**config.mk**
```make
export PLATFORM = sky130hd
export DESIGN_NAME = xfer_parity_xcvr
export DESIGN_NICKNAME = d
export VERILOG_FILES = /design/src/rtl/xfer_pkg.sv /design/src/rtl/xfer_parity.sv /design/src/rtl/xfer_dir_ctl.sv /design/src/rtl/xfer_parity_xcvr.sv
export SDC_FILE = /design/constraint.sdc
export NUM_CORES = 1
export LEC_CHECK = 0
export CORE_AREA = 2 2 39 41
export DETAILED_ROUTE_END_ITERATION = 16
export DIE_AREA = 0 0 41 43
export PLACE_DENSITY = 0.74
export SLEW_MARGIN = 20
export SYNTH_ARGS = -nofsm -noshare
export SYNTH_HDL_FRONTEND = slang
export SYNTH_SLANG_ARGS = --single-unit
```
**constraint.sdc**
```tcl
create_clock -name vclk -period 1.4
set_clock_uncertainty 0.05 [all_clocks]
set_input_delay 0.14 -clock vclk [all_inputs]
set_output_delay 0.14 -clock vclk [all_outputs]
set_load 0.01 [all_outputs]
```
**src/rtl/xfer_pkg.sv**
```systemverilog
package xfer_pkg;
  typedef enum logic {
    DIR_RX = 1'b0,
    DIR_TX = 1'b1
  } xfer_dir_e;
endpackage

```
**src/rtl/xfer_parity.sv**
```systemverilog
module xfer_parity #(
  parameter int W = 8
) (
  input  logic [W-1:0] d_i,
  output logic         p_o
);
  logic [W:0] acc;

  assign acc[0] = 1'b0;
  for (genvar g = 0; g < W; g++) begin : g_chain
    assign acc[g+1] = acc[g] ^ d_i[g];
  end
  assign p_o = acc[W];
endmodule

```
**src/rtl/xfer_dir_ctl.sv**
```systemverilog
module xfer_dir_ctl
  import xfer_pkg::*;
(
  input  logic dir_i,
  input  logic dis_i,
  output logic tx_act_o,
  output logic rx_act_o
);
  xfer_dir_e dir;

  assign dir      = xfer_dir_e'(dir_i);
  assign tx_act_o = !dis_i && (dir == DIR_TX);
  assign rx_act_o = !dis_i && (dir == DIR_RX);
endmodule

```
**src/rtl/xfer_parity_xcvr.sv**
```systemverilog
module xfer_parity_xcvr #(
  parameter int W = 8
) (
  input  logic         dir_i,
  input  logic         dis_i,
  input  logic         odd_i,
  input  logic [W-1:0] a_i,
  output logic [W-1:0] a_o,
  output logic         a_oe_o,
  input  logic [W-1:0] b_i,
  output logic [W-1:0] b_o,
  output logic         b_oe_o,
  input  logic         par_i,
  output logic         par_o,
  output logic         par_oe_o,
  output logic         err_no
);
  logic tx_act, rx_act;
  logic a_par, b_par;

  xfer_dir_ctl u_ctl (
    .dir_i   (dir_i),
    .dis_i   (dis_i),
    .tx_act_o(tx_act),
    .rx_act_o(rx_act)
  );

  xfer_parity #(.W(W)) u_par_a (.d_i(a_i), .p_o(a_par));
  xfer_parity #(.W(W)) u_par_b (.d_i(b_i), .p_o(b_par));

  assign b_oe_o   = tx_act;
  assign a_oe_o   = rx_act;
  assign par_oe_o = tx_act;

  // undriven value outputs held at 0
  assign b_o   = tx_act ? a_i : '0;
  assign a_o   = rx_act ? b_i : '0;
  assign par_o = tx_act & (a_par ^ odd_i);

  // nine-bit sum sense must equal odd_i
  assign err_no = !(rx_act && ((b_par ^ par_i) != odd_i));
endmodule

```
==> out/qor.csv, run 1 <==
stage,metric,value,unit
yosys,synthCells,37,
route,wl_per_cell,9.010,µm
finish,ff_latch_area,0,µm²
critical_path,crit_arrival,1.18,ns
finish,drive_above_1_share,20.00,%
critical_path,start_kind,input port,
finish,fin_cells,96,
finish,seq_cells,0,
die,rows,14,
timing,worst_pin_slew,0.1723,ns
critical_path,crit_path_max_incr_delay,0.41,ns
finish,fillCellCount,139,
die,core_area,1384,µm²
critical_path,critPathSlowestCell,xnor3_1,
yosys,syn_nets,57,
yosys,yosys.area.top_type,and2_1,
pwr,p_leak,0.4023,nW
grt,grt_pass1_wl,1421,µm
critical_path,crit_buf_inv,2,
yosys,synth_cell_types,10,
timing,period_needed,1.375,ns
grt,grt_start_max_net_pins,11,
grt,grt_use_total,10.71,%
timing,setup_viol,0,
die,die_x,41,µm
placement,gp_congestion,0.6378,
route,ant_nets,0,
die,die_h,43,µm
placement,port_buffers,41,
critical_path,endpoint_kind,output pin,
min_path,hold_path_class,in2out,
die,ios,41,
timing,finalHoldViolCount,0,
critical_path,cp_top_family,XOR/XNOR gates,
finish,nClkBuffers,0,
critical_path,path_cells,"buf_2, xnor2_2, xnor3_1, xnor2_1, nand2_1, buf_2",
critical_path,endpoint,err_no,
grt,grt_pass1_vias,376,
route,drc,0,
timing,maxSlewViolCount,0,
grt,globalRouteOverflowTotal,0,
timing,worst_slack,0.02524,ns
route,viasPerCell,3.990,
grt,antenna_found_initial,0,
critical_path,crit_top_cell,buf_2,
yosys,synth_warnings,0,
placement,dp_cells,94,
yosys,yosys.cell_count.top_type,and2_1,
route,wl,865,µm
timing,holdWs,0.5976,ns
clock_network,cts_hold_buf,0,
finish,area_delta_synth_final,138.2,%
die,start_util,21.07,%
run,cap_violations,0,
route,vias,383,
timing,finalCritPeriodShare,98.20,%
timing,max_freq,727.4,MHz
timing,relSlewSlack,88.43,%
yosys,synth_common_cells,"and2_1, xnor2_1, xor2_1",
outcome,status,"complete, no violations",
timing,rsz0062_at_grt,yes,
yosys,synth_area_leaders,"and2_1, xnor2_1, xnor3_1",
yosys,yosysSeqAreaShare,0,%
pwr,p_per_area,337.5,nW/µm²
critical_path,worstPathRequired,1.21,ns
timing,tns,0,ns
critical_path,startpoint,b_i[5],
die,dieArea,1763,µm²
yosys,syn_area_per_cell,7.879,µm²
yosys,synth_top_area_share,34.33,%
pwr,p_total,0.0002343,W
critical_path,path_class,in2out,
critical_path,cp_max_fo,2,
route,dr.pass1.iters,1,
critical_path,path_depth,6,
placement,place_hpwl,760.9,µm
finish,diodes,0,
route,drt_iter0_markers,0,
finish,layout.nets,102,
placement,dp_slack,-0.8139,ns
yosys,syn_area,291.5,µm²
pwr,vdd_drop_max,0.1433,mV
worst min path at each step:
| stage | start | cells after the start | endpoint |
|---|---|---|---|
| 2_1_floorplan | dis_i | 1 | a_oe_o |
| 3_3_place_gp | b_i[6] | 3 | a_o[6] |
| 4_1_cts | b_i[4] | 3 | a_o[4] |
| 6_report | a_i[4] | 3 | b_o[4] |
| 3_5_place_dp | b_i[2] | 3 | a_o[2] |
| 5_1_grt | a_i[4] | 3 | b_o[4] |
logic make-up after synthesis:
logic type,Yosys count,synth area share [%]
and+or+nand+nor,20,41.63
buffers and inverters,2,3.862
xor gates and xnor gates,15,54.51
power by group:
group	switching, W	internal (W)	total (W)
clock network	0	0	0
registers	0	0	0
logic	0.0000868	0.000148	0.000234
stage by stage:
stage          utilization [%]  area, µm²
2_1_floorplan                -      291.5
3_3_place_gp             52.44      725.7
3_5_place_dp             52.44      725.7
4_1_cts                  49.10      679.4
5_1_grt                  50.18      694.4
6_report                 50.18      694.4
routing by layer:
metal	vias to the layer above	wire [µm]	GRT usage (%)
met5	-	0	0
met4	0	0	0
met3	0	116	2.094
met2	28	395	16.56
met1	155	353	15.92
li1	200	-	-
final cells by class:
class	instances	area [µm²]	share of cell area, %
Tap cell	16	20.02	2.883
Multi-Input combinational cell	35	287.8	41.44
Timing Repair Buffer	45	386.6	55.68
cell usage in the layout (no fill, tap or decap):
cell type	n
dlymetal6s2s_1	3
clkdlybuf4s50_1	2
nor2_1	1
buf_6	2
xnor2_1	9
clkdlybuf4s15_1	7
xor2_1	3
and2_1	16
xnor3_1	2
xnor2_2	1
nand2_1	1
buf_4	4
buf_2	5
clkbuf_2	3
dlygate4sd2_1	19
and2_2	1
nor2b_1	1
repair_timing:
| item | CTS | global route |
|---|---|---|
| pin swaps | 13 | 12 |
| resized for setup | 53 | 21 |
| endpoints found under the setup margin | 21 | 6 |
| cloned | 0 | 0 |
| setup buffers | 2 | 0 |
Note: power is estimated with default switching activity, not from simulation.
==> inputs of run 2 (changes only) <==
--- a/config.mk
+++ b/config.mk
@@ -5,11 +5,12 @@
 export SDC_FILE = /design/constraint.sdc
 export NUM_CORES = 1
 export LEC_CHECK = 0
-export CORE_AREA = 2 2 39 41
+export CORE_AREA = 5 5 42 44
 export DETAILED_ROUTE_END_ITERATION = 16
-export DIE_AREA = 0 0 41 43
+export DIE_AREA = 0 0 47 49
 export PLACE_DENSITY = 0.74
 export SLEW_MARGIN = 20
 export SYNTH_ARGS = -nofsm -noshare
 export SYNTH_HDL_FRONTEND = slang
+export SYNTH_HIERARCHICAL = 1
 export SYNTH_SLANG_ARGS = --single-unit
==> out/qor.csv, run 2 <==
stage,metric,value,unit
timing,finalHoldViolCount,0,
yosys,yosys.cell_count.top_type,and2_1,
route,ant_nets,0,
pwr,seqPwrFrac,0,%
min_path,hold_path_class,in2out,
outcome,status,"finished, violations left",
pwr,switching_share,40.59,%
critical_path,crit_buf_inv,2,
yosys,synth_cell_types,8,
grt,grt_pass1_wl,1828,µm
timing,relSlewSlack,86.52,%
timing,rsz0062_at_grt,yes,
critical_path,critPathSlowestCell,xor3_1,
critical_path,endpoint_kind,output pin,
placement,dp_cells,96,
yosys,synth_common_cells,"and2_1, xnor2_1, xor2_1",
route,drc,0,
route,drt_iter0_markers,0,
timing,finalCritPeriodShare,101.3,%
outcome,violations,negative setup slack,
finish,fillCellCount,142,
die,die_h,49,µm
yosys,syn_area,290.3,µm²
timing,setup_viol,1,
critical_path,path_cells,"buf_8, xor2_4, xnor2_2, xnor2_1, xor3_1, nand2_1, buf_2",
placement,gp_congestion,0.6278,
route,viasPerCell,4.152,
timing,worst_pin_slew,0.2008,ns
die,rows,14,
route,vias,411,
finish,multi_input_area,389.1,µm²
critical_path,path_class,in2out,
critical_path,start_kind,input port,
yosys,syn_nets,57,
yosys,synth_top_area_share,36.64,%
pwr,p_total,0.0002918,W
die,die_x,47,µm
pwr,clockPowerShare,0,%
yosys,yosysSeqAreaShare,0,%
finish,layout_commonest_cell,and2_1,
pwr,p_leak,0.4375,nW
finish,seq_cells,0,
finish,area_delta_synth_final,172.8,%
grt,grt_pass1_vias,478,
finish,diodes,0,
finish,ff_latch_area,0,µm²
die,ios,41,
timing,maxSlewViolCount,0,
run,cap_violations,0,
placement,port_buffers,41,
yosys,synth_warnings,6,
grt,grt_use_total,10.07,%
yosys,syn_area_per_cell,7.845,µm²
critical_path,cp_top_family,XOR/XNOR gates,
route,wl,1262,µm
finish,mostFrequentLayoutCells,"and2_1, dlygate4sd2_1, buf_2",
critical_path,crit_arrival,1.23,ns
route,wl_per_cell,12.75,µm
finish,drive_above_1_share,44.58,%
pwr,p_comb_share,100.0,%
die,dieArea,2303,µm²
yosys,yosys.area.top_type,and2_1,
pwr,p_per_area,368.4,nW/µm²
grt,antenna_found_initial,0,
die,start_util,20.71,%
critical_path,cp_max_fo,2,
yosys,synth_area_leaders,"and2_1, xnor2_1, xor2_1",
critical_path,crit_path_max_incr_delay,0.26,ns
die,core_area,1401,µm²
critical_path,worstPathRequired,1.21,ns
timing,max_freq,705.3,MHz
grt,grt_start_max_net_pins,6,
finish,layout.nets,105,
pwr,p_switching,0.0001184,W
pwr,internal-power,0.0001733,W
timing,worst_slack,-0.01783,ns
pwr,vdd_drop_max,0.2153,mV
route,dr.pass1.iters,1,
yosys,synthCells,37,
grt,globalRouteOverflowTotal,0,
finish,fin_cells,99,
timing,period_needed,1.418,ns
finish,nClkBuffers,0,
==> run 2: cell types whose count changed after synthesis <==
cell	previous run	this run
and2_1	16	17
clkbuf_1	1	0
xnor2_1	10	12
nor2b_4	0	1
xor3_1	0	1
xnor3_1	2	0
and2_2	1	0
nor2b_1	1	0
==> run 2: worst min-delay path, cell delays in order <==
cell and delay [ns]:
buf_6 0.08, and2_1 0.12, clkdlybuf4s15_1 0.23
==> run 2: stage by stage <==
step | worst slack [ns] | TNS (ns) | hold slack, ns | util, % | cell area (µm²)
after floorplan | 0.2713 | 0 | 0.2662 | - | 290.3
after global placement | -0.7250 | -7.331 | 1.289 | 52.50 | 735.7
after detailed placement | -0.7780 | -7.615 | 1.286 | 52.50 | 735.7
after CTS | -0.1849 | -0.1849 | 0.6906 | 53.75 | 753.2
after global routing | -0.09705 | -0.1375 | 0.6783 | 56.52 | 792.0
final | -0.01783 | -0.01783 | 0.6579 | 56.52 | 792.0
==> run 2: final timing paths <==
| check | start | to | cells after the start |
|---|---|---|---|
| worst max-delay path | b_i[7] | err_no | 7 |
| worst min-delay path | a_i[7] | b_o[7] | 3 |
==> run 2: power by group through the flow <==
stage	sequential, W	combinational (W)	clock [W]
floorplan	0	0.000137	0
global placement	0	0.000278	0
detailed placement	0	0.000283	0
CTS	0	0.000276	0
global route	0	0.000316	0
finish	0	0.000292	0
==> run 2: final cells by class <==
cell class | instances | share of cell area, %
Timing Repair Buffer | 46 | 48.34
Tap cell | 16 | 2.528
Multi-Input combinational cell | 37 | 49.13
==> run 2: repair_timing <==
item,4_1_cts,5_1_grt
pin swaps,19,15
buffers inserted,2,0
resized for setup,86,34
setup endpoints to repair,21,7
cloned,1,0
hold buffers,0,0
==> run 2: kinds of logic (layout without fill, tap and decap cells) <==
logic type    after synthesis  count (layout)  synth area share, %
xor+xnor                   16              16                53.45
buf+inv                     1              46                2.587
simple gates               20              21                43.96
==> run 2: routing by layer <==
layer  track usage, %  up-vias  part of all wire [%]
met5                0        -                     0
met4                0        0                     0
met3            5.535        0                    22
met2            18.10       30                    48
met1            10.55      177                    30
li1                 -      204                     -
==> inputs of run 3 (changes only) <==
--- a/config.mk
+++ b/config.mk
@@ -9,7 +9,7 @@
 export DETAILED_ROUTE_END_ITERATION = 16
 export DIE_AREA = 0 0 47 49
 export PLACE_DENSITY = 0.74
-export SLEW_MARGIN = 20
+export SLEW_MARGIN = 25
 export SYNTH_ARGS = -nofsm -noshare
 export SYNTH_HDL_FRONTEND = slang
 export SYNTH_HIERARCHICAL = 1
==> results of run 3 <==
Same layout as run 2: the final DEF is identical, and so are final timing and power.
